--- src/rtl/nand_secc_pkg.sv ---
package nand_secc_pkg;
  typedef enum logic [1:0] {
    ST_CLEAN = 2'b00,
    ST_DATA  = 2'b01,
    ST_CODE  = 2'b10,
    ST_FAIL  = 2'b11
  } ecc_stat_e;

  typedef enum logic [2:0] {
    S_IDLE,
    S_EVAL,
    S_RD,
    S_WR,
    S_DONE
  } seq_state_e;
endpackage

--- src/rtl/nsc_code_pack.sv ---
module nsc_code_pack #(
  parameter int unsigned RAW_W      = 32,
  parameter int unsigned CODE_HALF  = 12,
  parameter int unsigned RAW_HI_LSB = 16,
  localparam int unsigned CODE_W    = 2 * CODE_HALF
) (
  input  logic [RAW_W-1:0]  raw_i,
  output logic [CODE_W-1:0] code_o
);
  logic [CODE_W-1:0] packed_w;

  // low half and high half lifted from separated raw fields
  for (genvar g = 0; g < CODE_HALF; g++) begin : g_pack
    assign packed_w[g]             = raw_i[g];
    assign packed_w[CODE_HALF + g] = raw_i[RAW_HI_LSB + g];
  end

  // stored inverted so an erased sector checks clean
  assign code_o = ~packed_w;
endmodule

--- src/rtl/nsc_classify.sv ---
module nsc_classify
  import nand_secc_pkg::*;
#(
  parameter int unsigned CODE_HALF    = 12,
  parameter int unsigned BIT_W        = 3,
  parameter int unsigned SECTOR_BYTES = 512,
  localparam int unsigned CODE_W      = 2 * CODE_HALF,
  localparam int unsigned BYTE_W      = CODE_HALF - BIT_W
) (
  input  logic [CODE_W-1:0] pat_i,
  output ecc_stat_e         stat_o,
  output logic [BYTE_W-1:0] byte_o,
  output logic [BIT_W-1:0]  bit_o
);
  localparam logic [BYTE_W:0] LIMIT = (BYTE_W + 1)'(SECTOR_BYTES);

  logic [CODE_HALF-1:0] syn;
  logic [BYTE_W-1:0]    byte_f;
  logic [BIT_W-1:0]     bit_f;

  assign syn    = pat_i[CODE_W-1:CODE_HALF] ^ pat_i[CODE_HALF-1:0];
  assign byte_f = pat_i[CODE_W-1 -: BYTE_W];
  assign bit_f  = pat_i[CODE_HALF +: BIT_W];

  always_comb begin
    stat_o = ST_FAIL;
    byte_o = '0;
    bit_o  = '0;
    if (pat_i == '0) begin
      stat_o = ST_CLEAN;
    end else if (&syn) begin
      if ({1'b0, byte_f} < LIMIT) begin
        stat_o = ST_DATA;
        byte_o = byte_f;
        bit_o  = bit_f;
      end
    end else if ($onehot(pat_i)) begin
      stat_o = ST_CODE;
    end
  end
endmodule

--- src/rtl/nsc_seq.sv ---
module nsc_seq
  import nand_secc_pkg::*;
#(
  parameter int unsigned CODE_W = 24,
  parameter int unsigned BYTE_W = 9,
  parameter int unsigned BIT_W  = 3,
  parameter int unsigned DATA_W = 8
) (
  input  logic              clk_i,
  input  logic              rst_ni,
  input  logic              start_i,
  input  logic              fix_en_i,
  input  logic [CODE_W-1:0] stored_i,
  input  logic [CODE_W-1:0] calc_i,
  output logic [CODE_W-1:0] pat_o,
  input  ecc_stat_e         cls_stat_i,
  input  logic [BYTE_W-1:0] cls_byte_i,
  input  logic [BIT_W-1:0]  cls_bit_i,
  output ecc_stat_e         stat_o,
  output logic [BYTE_W-1:0] byte_o,
  output logic [BIT_W-1:0]  bit_o,
  output logic              done_o,
  output logic              buf_rd_o,
  output logic              buf_wr_o,
  output logic [BYTE_W-1:0] buf_addr_o,
  output logic [DATA_W-1:0] buf_wdata_o,
  input  logic [DATA_W-1:0] buf_rdata_i
);
  seq_state_e        state_q;
  logic [CODE_W-1:0] pat_q;
  logic              fix_q;
  ecc_stat_e         stat_q;
  logic [BYTE_W-1:0] byte_q;
  logic [BIT_W-1:0]  bit_q;
  logic [DATA_W-1:0] flip_mask;

  always_ff @(posedge clk_i or negedge rst_ni) begin
    if (!rst_ni) begin
      state_q <= S_IDLE;
      pat_q   <= '0;
      fix_q   <= 1'b0;
      stat_q  <= ST_CLEAN;
      byte_q  <= '0;
      bit_q   <= '0;
    end else begin
      unique case (state_q)
        S_IDLE: if (start_i) begin
          pat_q   <= stored_i ^ calc_i;
          fix_q   <= fix_en_i;
          state_q <= S_EVAL;
        end
        S_EVAL: begin
          stat_q  <= cls_stat_i;
          byte_q  <= cls_byte_i;
          bit_q   <= cls_bit_i;
          state_q <= (fix_q && cls_stat_i == ST_DATA) ? S_RD : S_DONE;
        end
        S_RD:    state_q <= S_WR;
        S_WR:    state_q <= S_DONE;
        S_DONE:  state_q <= S_IDLE;
        default: state_q <= S_IDLE;
      endcase
    end
  end

  for (genvar g = 0; g < DATA_W; g++) begin : g_mask
    assign flip_mask[g] = (bit_q == BIT_W'(g));
  end

  assign pat_o       = pat_q;
  assign stat_o      = stat_q;
  assign byte_o      = byte_q;
  assign bit_o       = bit_q;
  assign done_o      = (state_q == S_DONE);
  assign buf_rd_o    = (state_q == S_RD);
  assign buf_wr_o    = (state_q == S_WR);
  assign buf_addr_o  = byte_q;
  assign buf_wdata_o = buf_rdata_i ^ flip_mask;

  assert_strobe_excl_R8: assert property (@(posedge clk_i) disable iff (!rst_ni)
    !(buf_rd_o && buf_wr_o));
  assert_wr_after_rd_R8: assert property (@(posedge clk_i) disable iff (!rst_ni)
    buf_wr_o |-> $past(buf_rd_o));
  assert_mask_onehot_R8: assert property (@(posedge clk_i) disable iff (!rst_ni)
    buf_wr_o |-> $countones(buf_wdata_o ^ buf_rdata_i) == 1);
  assert_done_pulse_R7: assert property (@(posedge clk_i) disable iff (!rst_ni)
    done_o |=> !done_o);
  assert_busy_start_R9: assert property (@(posedge clk_i) disable iff (!rst_ni)
    (state_q != S_IDLE && start_i) |=> state_q != S_EVAL);
  assert_result_hold_R10: assert property (@(posedge clk_i) disable iff (!rst_ni)
    (state_q != S_EVAL) |=> ($stable(stat_q) && $stable(byte_q) && $stable(bit_q)));
endmodule

--- src/rtl/nand_secc_check.sv ---
module nand_secc_check
  import nand_secc_pkg::*;
#(
  parameter int unsigned RAW_W        = 32,
  parameter int unsigned RAW_HI_LSB   = 16,
  parameter int unsigned CODE_HALF    = 12,
  parameter int unsigned DATA_W       = 8,
  parameter int unsigned SECTOR_BYTES = 512,
  localparam int unsigned CODE_W      = 2 * CODE_HALF,
  localparam int unsigned BIT_W       = $clog2(DATA_W),
  localparam int unsigned BYTE_W      = CODE_HALF - BIT_W
) (
  input  logic              clk_i,
  input  logic              rst_ni,
  input  logic              start_i,
  input  logic              fix_en_i,
  input  logic [RAW_W-1:0]  calc_raw_i,
  input  logic [CODE_W-1:0] stored_code_i,
  output logic [CODE_W-1:0] code_o,
  output logic [1:0]        status_o,
  output logic [BYTE_W-1:0] byte_idx_o,
  output logic [BIT_W-1:0]  bit_idx_o,
  output logic              done_o,
  output logic              buf_rd_o,
  output logic              buf_wr_o,
  output logic [BYTE_W-1:0] buf_addr_o,
  output logic [DATA_W-1:0] buf_wdata_o,
  input  logic [DATA_W-1:0] buf_rdata_i
);
  localparam logic [BYTE_W:0] LIMIT = (BYTE_W + 1)'(SECTOR_BYTES);

  logic [CODE_W-1:0] pat;
  ecc_stat_e         cls_stat;
  logic [BYTE_W-1:0] cls_byte;
  logic [BIT_W-1:0]  cls_bit;
  ecc_stat_e         stat;

  nsc_code_pack #(
    .RAW_W(RAW_W), .CODE_HALF(CODE_HALF), .RAW_HI_LSB(RAW_HI_LSB)
  ) u_pack (
    .raw_i(calc_raw_i), .code_o(code_o)
  );

  nsc_classify #(
    .CODE_HALF(CODE_HALF), .BIT_W(BIT_W), .SECTOR_BYTES(SECTOR_BYTES)
  ) u_cls (
    .pat_i(pat), .stat_o(cls_stat), .byte_o(cls_byte), .bit_o(cls_bit)
  );

  nsc_seq #(
    .CODE_W(CODE_W), .BYTE_W(BYTE_W), .BIT_W(BIT_W), .DATA_W(DATA_W)
  ) u_seq (
    .clk_i(clk_i), .rst_ni(rst_ni), .start_i(start_i), .fix_en_i(fix_en_i),
    .stored_i(stored_code_i), .calc_i(code_o), .pat_o(pat),
    .cls_stat_i(cls_stat), .cls_byte_i(cls_byte), .cls_bit_i(cls_bit),
    .stat_o(stat), .byte_o(byte_idx_o), .bit_o(bit_idx_o), .done_o(done_o),
    .buf_rd_o(buf_rd_o), .buf_wr_o(buf_wr_o), .buf_addr_o(buf_addr_o),
    .buf_wdata_o(buf_wdata_o), .buf_rdata_i(buf_rdata_i)
  );

  assign status_o = stat;

  assert_data_in_sector_R4: assert property (@(posedge clk_i) disable iff (!rst_ni)
    (status_o == ST_DATA) |-> ({1'b0, byte_idx_o} < LIMIT));
  assert_idx_zero_R6: assert property (@(posedge clk_i) disable iff (!rst_ni)
    (status_o != ST_DATA) |-> (byte_idx_o == '0 && bit_idx_o == '0));
  assert_rd_addr_R8: assert property (@(posedge clk_i) disable iff (!rst_ni)
    buf_rd_o |-> (status_o == ST_DATA && buf_addr_o == byte_idx_o));
endmodule

--- config.mk ---
export PLATFORM = sky130hd
export DESIGN_NAME = nand_secc_check
export DESIGN_NICKNAME = d
export VERILOG_FILES = /design/src/rtl/nand_secc_pkg.sv /design/src/rtl/nsc_code_pack.sv /design/src/rtl/nsc_classify.sv /design/src/rtl/nsc_seq.sv /design/src/rtl/nand_secc_check.sv
export SDC_FILE = /design/constraint.sdc
export NUM_CORES = 1
export LEC_CHECK = 0
export ABC_AREA = 1
export BUFFER_PORTS_ARGS = -buffer_cell sky130_fd_sc_hd__clkbuf_2
export CAP_MARGIN = 40
export CORE_AREA = 2 2 109 111
export DETAILED_ROUTE_END_ITERATION = 8
export DIE_AREA = 0 0 111 113
export GPL_TIMING_DRIVEN = 1
export HOLD_SLACK_MARGIN = 0.02
export PLACE_DENSITY = 0.59
export SYNTH_ARGS = -nofsm -noshare
export SYNTH_HDL_FRONTEND = slang
export SYNTH_SLANG_ARGS = --single-unit
export TNS_END_PERCENT = 1
--- constraint.sdc ---
create_clock -name clk_i -period 5.5 [get_ports clk_i]
set_input_delay 1.65 -clock clk_i [delete_from_list [all_inputs] [get_ports clk_i]]
set_output_delay 1.65 -clock clk_i [all_outputs]
set_load 0.05 [all_outputs]
After elaboration in Yosys (flattened, before gate mapping)
Index checks and enable logic that the tools add are counted.

storage, ports and cells
  register bits = 42
  input bits = 68

cells by class
  add/sub/neg operators = 23
  equality and inequality tests = 14
  mux-type cells = 10
  bitwise operators = 4
  reduce and logical (&&, ||, !) cells = 6

operators by type and width
  kind                  count
  $add A5 B5 Y5         11
  $add A1 B1 Y2         12
  $logic_not A24 Y1     1
  $not A24 Y24          1
  $xor A24 B24 Y24      1
  $mux W9               2
  $eq A3 B3 Y1 const B  5
  $eq A3 B2 Y1 const B  4
  $mux W3               4
  $pmux W3 S4           1
  $reduce_and A12 Y1    1
  $xor A12 B12 Y12      1
  $xor A8 B8 Y8         1
  $eq A3 B1 Y1 const B  2
  $logic_not A3 Y1      2
  $eq A5 B1 Y1 const B  1
  $mux W2               2
  $eq A2 B1 Y1 const B  1
  $ne A2 B2 Y1 const B  1
  $reduce_and A2 Y1     1
  $logic_and A1 B1 Y1   1
  $mux W1               1

Logic depth before layout (Yosys ltp)
Gate-level depths: netlist (run 1).

  word-level depth = 13
  depth in mapped cells = 19

Hierarchy
A second synthesis (run 1) with hierarchy kept.

second synthesis, totals
  cell total of the unflattened synthesis = 521
  area, all modules = 3547.2 µm²

modules (own cells, without submodules)
  module         times used  cells an instance  area an instance (µm²)
  nsc_seq        1           335                2432.3
  nsc_classify   1           162                1024.7
  nsc_code_pack  1           24                 90.1

Least setup slack after synthesis (run 1)
No wires, ideal clock.

  path kind = reg2reg
  from = register u_seq.pat_q[22], in the netlist u_seq.pat_o[22]
  to = register u_seq.stat_q[0], in the netlist u_seq.stat_o[0]
  library setup time = 128 ps
  data arrival time = 4363 ps
  required time = 5372 ps
  setup slack = 1009 ps
  stages on the path, launching flop included = 17
  path buffers = 0
  path through = dfrtp_1 ha_1 fa_1 inv_1 fa_1 fa_1 fa_1 inv_1 fa_1 ha_1 fa_1 nor2_1 nand2_1 nor2_1 nand2_1 o21ai_0 nand3_1

on the way
  cells in the longest elaborated chain, start to end = 8

ends and longest elaborated chain
  item                                               RTL line            source
  from (decl)                                        nsc_seq.sv:30       logic [CODE_W-1:0] pat_q;
  from (signal assigned)                             nsc_seq.sv:48       pat_q <= stored_i ^ calc_i;
  $add A1 B1 Y2 (not written as such)                nsc_classify.sv:37  end else if ($onehot(pat_i)) begin
  $add A5 B5 Y5 (not written as such) (3 in series)  nsc_classify.sv:37
  $eq A5 B1 Y1                                       nsc_classify.sv:37
  $mux W1                                            nsc_classify.sv:37
  $mux W2                                            nsc_classify.sv:31  end else if (&syn) begin
  $mux W2 *                                          nsc_classify.sv:29  if (pat_i == '0) begin
  to (signal assigned)                               nsc_seq.sv:53       stat_q <= cls_stat_i;
  to (decl)                                          nsc_seq.sv:32       ecc_stat_e stat_q;

Every way passes the cells marked *; elsewhere a longest branch is shown, timed or not.
A chain may end at the register's enable or synchronous reset.

Worst setup path in the final report (run 1)
  from = register u_seq.pat_q[23], in the netlist u_seq.pat_o[23]
  to = register u_seq.stat_q[0], in the netlist u_seq.stat_o[0]

Same word-level chain as after synthesis.

==> results of run 1 <==
## synth_stat cells
library cell  number
nand3_1           14
xor2_1            25
o21ai_0           26
nor2_1            13
buf_6              3
clkbuf_1           4
buf_4             11
nor2_4             1
fa_1              19
inv_1             89
a21oi_1            2
inv_2              2
nand2_1          102
dfrtp_1           42
nand4_1           15
nor3_1             1
nor3_2             1
xnor2_1            8
ha_1              30
mux2_2             1
nor2_2             1
## registers in the layout, summed over array words and instances, names as in the netlist
register / flops
u_seq.bit_o: 3
u_seq.buf_addr_o: 9
u_seq.fix_q: 1
u_seq.pat_o: 24
u_seq.stat_o: 2
u_seq.state_q: 3
## worst max-delay path by stage
stage	endpoint	slack, ns	cells after the start	startpoint
3_5_place_dp	u_seq.stat_o[0]	0.62	17	u_seq.pat_o[23]
4_1_cts	u_seq.stat_o[0]	0.60	17	u_seq.pat_o[23]
3_3_place_gp	u_seq.stat_o[0]	0.64	17	u_seq.pat_o[23]
2_1_floorplan	u_seq.stat_o[0]	1.01	16	u_seq.pat_o[22]
5_1_grt	u_seq.stat_o[0]	0.38	17	u_seq.pat_o[23]
6_report	u_seq.stat_o[0]	0.63	17	u_seq.pat_o[23]
## layout make-up
class                      instances  area, um2
multi-input combinational        259       1820
timing repair buffer             119        613
fill                            1139       7060
clock inverter                     2       60.1
sequential                        42       1050
inverter                          91        342
clock buffer                       6        139
tap                              143        179
## routing by layer
| layer | global-route usage, % | up-vias |
|---|---|---|
| met2 | 19.9 | 106 |
| met1 | 16.7 | 1255 |
| met4 | 3.25 | 0 |
| met5 | 0 | - |
| li1 | - | 1442 |
| met3 | 2.84 | 9 |
## worst reg2reg max path, delay by kind of cell, from the launching register on
| family | cells | cell delay [ns] |
|---|---|---|
| fa+ha+maj | 8 | 3.45 |
| flops | 1 | 0.45 |
| simple gates | 5 | 0.39 |
| buf+inv | 3 | 0.22 |
| compound gates | 1 | 0.22 |
## power by group
group | internal (uW) | switching, uW | leakage (uW) | total, uW
clock network | 272 | 117 | 0.0000971 | 389
registers | 369 | 84.8 | 0.000538 | 454
logic | 916 | 1200 | 0.00180 | 2120
## metrics by stage
step                      total power [uW]  setup slack (ns)  util, %
after floorplan                       2110              1.01        -
after global placement                2470             0.641     35.4
after detailed placement              2610             0.615     35.6
after CTS                             3000             0.601     37.3
after global routing                  3370             0.384     37.3
final                                 2960             0.634     37.3
## logic make-up after synthesis
logic type	count (synthesis)	share of synthesized area, %
compound gates	28	4.19
simple gates	148	18.8
buf+inv	109	14.1
xor+xnor	33	8.63
mux	1	0.336
flops	42	31.4
fa+ha+maj	49	22.6
==> impl_metrics.csv, run 1 <==
group,metric,value,unit
timing,tns,0,ns
cts,cts_buffers,5,
worst_setup_path,crit_path_max_incr_delay,0.55,ns
worst_setup_path,crit_arrival,5.02,ns
worst_setup_path,r2r_end,"u_seq.stat_o[0]",
floorplan,die_area,12500,um2
cts,cts_tree,"done",
timing,fin_worst_hold_slack,0.480,ns
place,hpwl,6320,um
detailed_routing,drcViolationCount,0,
power,vdd_ir_drop_max,0.689,mV
finish,fin_area,4210,um2
finish,nNetsFinal,635,
synth,netlist_top_cells_area,"dfrtp_1, nand2_1, fa_1",
detailed_routing,wire_per_inst,11.3,um
timing,post-route-period-util,88.5,%
timing,worst_pin_slew,0.657,ns
worst_setup_path,r2r_start,"u_seq.pat_o[23]",
synth,netlist_area,3350,um2
worst_setup_path,crit_fanout,5,
synth,ys_types,21,
timing,skew,0.00372,ns
detailed_routing,viasPerCell,4.25,
cts,insertion_delay,0.28,ns
detailed_routing,wl_met3,506,um
finish,layout.cells.non_filler,662,
cts,cts_resized,0,
power,p_leak,0.00243,uW
timing,max-slew-margin-rel,56.2,%
worst_setup_path,cp.required,5.66,ns
detailed_routing,wl_met1,3560,um
synth,synth-seq-cells,42,
synth,synthesis.nets,527,
floorplan,rows,39,
timing,period_needed,4.87,ns
worst_setup_path,cp_slowest_cell,"fa_1",
place,place_inst,654,
finish,final_common_cell,"clkbuf_2",
finish,diodes,0,
synth,synth_top_area_share,31.4,%
cts,cts_hold_buf,0,
floorplan,fp.dieW,111,um
floorplan,die_h,113,um
detailed_routing,wl_met2,3310,um
place,placed_cell_area,4010,um2
floorplan,boundaryPins,126,
synth,synth_top_cell_by_area,"dfrtp_1",
worst_setup_path,crit_family,"adder cells",
min_path,holdPathStages,2,
place,io_buffers,117,
floorplan,start_util,29.7,%
min_path,hp-class,"register to register",
finish,mostFrequentLayoutCells,"clkbuf_2, nand2_1, inv_1",
cts,clk_pin_slew,0.06,ns
job,cap_violations,0,
place,routabilityCongestion,0.853,
finish,final_layout_size_suffix_gt1_share,25.6,%
detailed_routing,dr.first_iter.drc_count,106,
global_routing,grt_pass1_vias,2700,
detailed_routing,vias,2812,
synth,yosysSeqAreaShare,31.4,%
detailed_routing,postRouteAntennaNets,0,
cts,postCtsSetupBuffers,0,
synth,yosysWarnings,0,
status,status,"complete, no violations",
synth,avgSynthCellArea,8.17,um2
floorplan,coreArea,11300,um2
detailed_routing,wirelength,7460,um
timing,setup_viol,0,
global_routing,grt_remaining_overflow,0,
min_path,holdCritStartpoint,"u_seq.stat_o[1]",
detailed_routing,top_layer_used,"met4",
worst_setup_path,reg2reg_depth,17,
worst_setup_path,critical_path.cell_chain,"inv_1 -> ha_1 -> inv_1 -> fa_1 -> fa_1 -> fa_1 -> fa_1 -> inv_1 -> fa_1 -> ha_1 -> fa_1 -> nor2_1 -> nand2_1 -> nor2_1 -> nand2_1 -> o21ai_0 -> nand3_1",
worst_setup_path,worstSetupStartpointType,"register",
global_routing,antenna_found_initial,0,
synth,syn_inst,410,
global_routing,grt_pass1_wl,12600,um
timing,fmax,205,MHz
cts,root_buffer,"clkbuf_16",
detailed_routing,drtPass1Iterations,4,
power,p_per_area,703,nW/um2
cts,htree_levels,2,
timing,slew_violations,0,
worst_setup_path,cpMostUsedCell,"fa_1",
finish,synthToLayoutAreaGrowth,25.7,%
worst_setup_path,cp_num_buf_inv,3,
timing,finalHoldViolations,0,
min_path,min_to,"u_seq.stat_o[1]",
global_routing,grt_start_max_net_pins,50,
worst_setup_path,path_class,"register to register",
timing,grt_setup_unrepaired,"false",
worst_setup_path,end_kind,"register",
worst_setup_path,r2r_slack,0.63,ns
cts,cts.sink_count,42,
global_routing,grt_use_total,12.3,%
cts,cts_max_path_buffers,2,
Power figures use the tool's default switching activity.
==> run 2: changes to the inputs <==
BUFFER_PORTS_ARGS = -buffer_cell sky130_fd_sc_hd__buf_4   (was -buffer_cell sky130_fd_sc_hd__clkbuf_2)
==> run 2 against run 1 <==
Utilization increased by 1.9 points. Combinational power about the same. Final cell count decreased by 0.15%. Worst setup slack improved by 0.031 ns. Die area unchanged. Design area increased by 5.1%. Critical path type unchanged.
==> impl_metrics.csv, run 2 (same netlist as run 1, synthesis figures left out) <==
group,metric,value,unit
detailed_routing,postRouteAntennaNets,0,
worst_setup_path,cp_slowest_cell,"fa_1",
power,switchingPower,1370,uW
power,switching_share,48.5,%
worst_setup_path,cp_num_buf_inv,3,
cts,cts_buffers,5,
floorplan,rows,39,
timing,skew,0.00513,ns
timing,worst_pin_slew,0.628,ns
finish,mostFrequentLayoutCells,"buf_4, nand2_1, inv_1",
cts,insertion_delay,0.28,ns
detailed_routing,viasPerCell,4.27,
detailed_routing,dr.first_iter.drc_count,69,
detailed_routing,drcViolationCount,0,
power,p_comb_share,73.8,%
power,p_leak,0.00248,uW
global_routing,grt_pass1_wl,12800,um
worst_setup_path,cpMostUsedCell,"fa_1",
timing,grt_setup_unrepaired,"false",
place,io_buffers,117,
timing,max-slew-margin-rel,58.1,%
cts,postCtsSetupBuffers,0,
detailed_routing,wirelength,7630,um
timing,worst_slack,0.664,ns
place,hpwl,6330,um
job,cap_violations,0,
worst_setup_path,crit_path_max_incr_delay,0.55,ns
global_routing,grt_remaining_overflow,0,
floorplan,coreArea,11300,um2
floorplan,fp.dieW,111,um
floorplan,die_h,113,um
cts,root_buffer,"clkbuf_16",
finish,nFillCells,1149,
worst_setup_path,end_kind,"register",
finish,nNetsFinal,634,
finish,final_layout_size_suffix_gt1_share,25.3,%
worst_setup_path,critical_path.cell_chain,"inv_1 -> ha_1 -> inv_1 -> fa_1 -> fa_1 -> fa_1 -> fa_1 -> inv_1 -> fa_1 -> ha_1 -> fa_1 -> nor2_1 -> nand2_1 -> nor2_1 -> nand2_1 -> o21ai_0 -> nand3_1",
power,p_per_area,640,nW/um2
power,vdd_ir_drop_max,0.568,mV
cts,htree_levels,2,
cts,clk_pin_slew,0.06,ns
power,clock_power_share,10.2,%
cts,cts_hold_buf,0,
floorplan,boundaryPins,126,
status,status,"complete, no violations",
worst_setup_path,crit_family,"adder cells",
finish,diodes,0,
power,power.share.sequential,16.0,%
floorplan,die_area,12500,um2
timing,setup_viol,0,
detailed_routing,drtPass1Iterations,4,
timing,fmax,207,MHz
timing,tns,0,ns
worst_setup_path,cp.required,5.66,ns
cts,cts.sink_count,42,
place,routabilityCongestion,0.832,
finish,largest_reg_flops,24,
worst_setup_path,crit_arrival,4.99,ns
power,p_int,1460,uW
cts,cts_tree,"done",
timing,finalHoldViolations,0,
cts,cts_max_path_buffers,2,
place,pre_cts_slack,0.627,ns
min_path,hp-class,"register to register",
cts,cts_resized,0,
timing,slew_violations,0,
floorplan,start_util,29.7,%
timing,period_needed,4.84,ns
worst_setup_path,path_class,"register to register",
finish,synthToLayoutAreaGrowth,32.1,%
global_routing,grt_start_max_net_pins,50,
timing,post-route-period-util,87.9,%
worst_setup_path,worstSetupStartpointType,"register",
global_routing,grt_use_total,12.4,%
detailed_routing,vias,2822,
global_routing,antenna_found_initial,0,
finish,final_common_cell,"buf_4",
global_routing,grt_pass1_vias,2762,
detailed_routing,wire_per_inst,11.5,um
worst_setup_path,crit_fanout,5,
[run 2: cell count changes in the layout (fill, tap and decap cells not counted), sizes merged]
cell    delta
bufinv     -2
clkinv     +2
clkbuf   -117
buf      +116
[run 2: path summary, 6_finish.rpt]
| check | from | end | slack (ns) | cells past startpoint |
|---|---|---|---|---|
| setup / recovery | u_seq.pat_o[23] | u_seq.stat_o[0] | 0.66 | 17 |
| hold / removal | u_seq.stat_o[1] | u_seq.stat_o[1] | 0.49 | 2 |
| setup reg to reg | u_seq.pat_o[23] | u_seq.stat_o[0] | 0.66 | 17 |
| hold reg to reg | u_seq.stat_o[1] | u_seq.stat_o[1] | 0.49 | 2 |
| max in group asynchronous | rst_ni | u_seq.pat_o[6] | 3.77 | 1 |
| min in group asynchronous | rst_ni | u_seq.buf_addr_o[0] | 1.34 | 1 |
[run 2: layout make-up]
cell class | instances | area, um2 | share of cell area (%)
multi-input combinational | 259 | 1820 | 41.2
sequential | 42 | 1050 | 23.8
timing repair buffer | 118 | 886 | 20.0
tap | 143 | 179 | 4.04
clock buffer | 6 | 129 | 2.91
inverter | 91 | 342 | 7.72
clock inverter | 2 | 13.8 | 0.311
[run 2: metrics by stage]
stage          cell area [um2]  hold WS, ns  power [uW]  instances  util (%)
2_1_floorplan             3350        0.497        2110        410         -
4_1_cts                   4420        0.493        2900        661      39.2
5_1_grt                   4420        0.532        3260        661      39.2
6_report                  4420        0.487        2830        661      39.2
3_3_place_gp              4280        0.469        2470        653      38.0
3_5_place_dp              4280        0.476        2600        653      38.0
[run 2: power groups by stage]
stage	clock (uW)	sequential, uW	combinational (uW)
floorplan	0	448	1670
global placement	0	456	2020
detailed placement	0	458	2150
CTS	293	453	2150
global route	308	466	2480
finish	288	453	2090
[run 2: worst min-delay path: stages, from the launching register on]
cell and delay [ns]:
dfrtp_1 0.35, nand2_1 0.05, nand2_1 0.05
[run 2: layer usage]
metal	share of wire, %	up-vias	routed length [um]	global-route usage, %
li1	-	1436	-	-
met1	47	1277	3570	17.0
met2	46	103	3490	20.9
met3	7.0	6	535	2.89
met4	0.48	0	37	1.50
met5	0	-	0	0
==> run 3: changes to the inputs <==
clock period = 5.65 ns   (was 5.5 ns; I/O delays follow)
==> run 3 against run 2 <==
Clock power is 3% lower. Sequential share of layout area stayed put. Flip-flop and latch count unchanged. Clock skew is 0.00097 ns lower. Worst hold slack got worse by 0.010 ns. Final cell count did not move. Via count is 0.50% lower. Critical path depth unchanged. Non-clock buffer count is the same. Maximum frequency decreased by 0.70%. Clock-buffer cell count is the same. Largest cell class unchanged.
==> impl_metrics.csv, run 3 (same netlist as run 1, synthesis figures left out) <==
group,metric,value,unit
status,status,"complete, no violations",
power,clock_power_share,10.1,%
finish,final_common_cell,"buf_4",
worst_setup_path,cp.required,5.80,ns
power,p_per_area,625,nW/um2
global_routing,grtUsageMet2,21.0,%
power,power.share.sequential,15.9,%
job,cap_violations,0,
finish,largest_reg_flops,24,
cts,cts_hold_buf,0,
timing,setup_viol,0,
global_routing,grt_start_max_net_pins,50,
timing,tns,0,ns
cts,clk_pin_slew,0.06,ns
cts,cts_resized,0,
worst_setup_path,end_kind,"register",
finish,regArea,1050,um2
timing,worst_pin_slew,0.667,ns
cts,root_buffer,"clkbuf_16",
timing,skew,0.00416,ns
global_routing,grt_pass1_wl,13300,um
floorplan,coreArea,11300,um2
floorplan,start_util,29.7,%
worst_setup_path,crit_fanout,5,
cts,cts_buffers,5,
floorplan,fp.dieW,111,um
finish,synthToLayoutAreaGrowth,32.1,%
global_routing,grt_use_total,12.8,%
timing,fmax,205,MHz
global_routing,grt_remaining_overflow,0,
power,p_int,1410,uW
power,p_leak,0.00248,uW
min_path,hp-class,"register to register",
floorplan,boundaryPins,126,
cts,cts_max_path_buffers,2,
timing,max-slew-margin-rel,55.5,%
finish,nNetsFinal,634,
power,switching_share,48.9,%
finish,nFillCells,1154,
place,routabilityCongestion,0.835,
detailed_routing,dr.first_iter.drc_count,97,
finish,mostFrequentLayoutCells,"buf_4, nand2_1, inv_1",
detailed_routing,wire_per_inst,11.8,um
detailed_routing,drtPass1Iterations,4,
worst_setup_path,crit_arrival,5.02,ns
timing,finalHoldViolations,0,
global_routing,use_met1,17.3,%
detailed_routing,drcViolationCount,0,
cts,postCtsSetupBuffers,0,
min_path,holdPathStages,2,
global_routing,grt_pass1_vias,2842,
place,io_buffers,117,
timing,grt_setup_unrepaired,"false",
worst_setup_path,path_class,"register to register",
global_routing,globalRouteMet3Util,3.37,%
detailed_routing,postRouteAntennaNets,0,
cts,htree_levels,2,
cts,cts_tree,"done",
detailed_routing,wirelength,7770,um
finish,post-route-util,39.2,%
global_routing,antenna_found_initial,0,
floorplan,die_h,113,um
detailed_routing,viasPerCell,4.25,
timing,slew_violations,0,
power,switchingPower,1350,uW
detailed_routing,vias,2808,
finish,diodes,0,
power,vdd_ir_drop_max,0.469,mV
place,hpwl,6330,um
finish,multi_input_area,1820,um2
worst_setup_path,reg2reg_depth,17,
cts,cts.sink_count,42,
floorplan,rows,39,
floorplan,die_area,12500,um2
cts,insertion_delay,0.28,ns
finish,final_layout_size_suffix_gt1_share,25.3,%
timing,period_needed,4.87,ns
global_routing,gr-max-usage-layer,"met2",
timing,post-route-period-util,86.2,%
power,p_comb_share,74.0,%
worst_setup_path,worstSetupStartpointType,"register",
## run 3: cell counts in the layout (fill, tap and decap cells not counted)
No cell type changed its count.
## run 3: area by class of cell
type | instances | area share, %
sequential | 42 | 23.8
clock buffer | 6 | 2.91
inverter | 91 | 7.72
timing repair buffer | 118 | 20.0
clock inverter | 2 | 0.311
multi-input combinational | 259 | 41.2
tap | 143 | 4.04
## run 3: worst max-delay path, cell delays in order (launching register included)
cell	delay, ns
dfrtp_1	0.45
inv_1	0.11
ha_1	0.29
inv_1	0.05
fa_1	0.45
fa_1	0.51
fa_1	0.52
fa_1	0.54
inv_1	0.06
fa_1	0.53
ha_1	0.20
fa_1	0.42
nor2_1	0.09
nand2_1	0.06
nor2_1	0.09
nand2_1	0.05
o21ai_0	0.21
nand3_1	0.10
## run 3: worst paths after layout
check	from	endpoint	slack [ns]
worst min register to register	u_seq.stat_o[1]	u_seq.stat_o[1]	0.48
min in group asynchronous	rst_ni	u_seq.stat_o[0]	1.38
worst max register to register	u_seq.pat_o[23]	u_seq.stat_o[0]	0.78
worst min-delay path	u_seq.stat_o[1]	u_seq.stat_o[1]	0.48
worst max-delay path	u_seq.pat_o[23]	u_seq.stat_o[0]	0.78
max in group asynchronous	rst_ni	u_seq.pat_o[6]	3.89
## run 3: per-layer routing
layer,vias to the layer above,part of all wire [%]
met5,-,0
met4,0,0.40
met3,4,8.1
met2,109,46
met1,1261,46
li1,1434,-
## run 3: stage by stage
stage | instances | cell area, um2 | hold slack [ns] | setup slack (ns) | power [uW]
global placement | 653 | 4280 | 0.469 | 0.834 | 2410
global route | 661 | 4420 | 0.518 | 0.530 | 3230
floorplan | 410 | 3350 | 0.497 | 1.16 | 2060
finish | 661 | 4420 | 0.477 | 0.780 | 2770
detailed placement | 653 | 4280 | 0.467 | 0.793 | 2540
CTS | 661 | 4420 | 0.484 | 0.737 | 2840
## run 3: power by group through the flow
stage                     logic, uW  registers [uW]  clock network (uW)
after global placement         1960             444                   0
final                          2050             441                 279
after floorplan                1620             436                   0
after detailed placement       2090             447                   0
after CTS                      2110             442                 286
after global routing           2470             452                 300
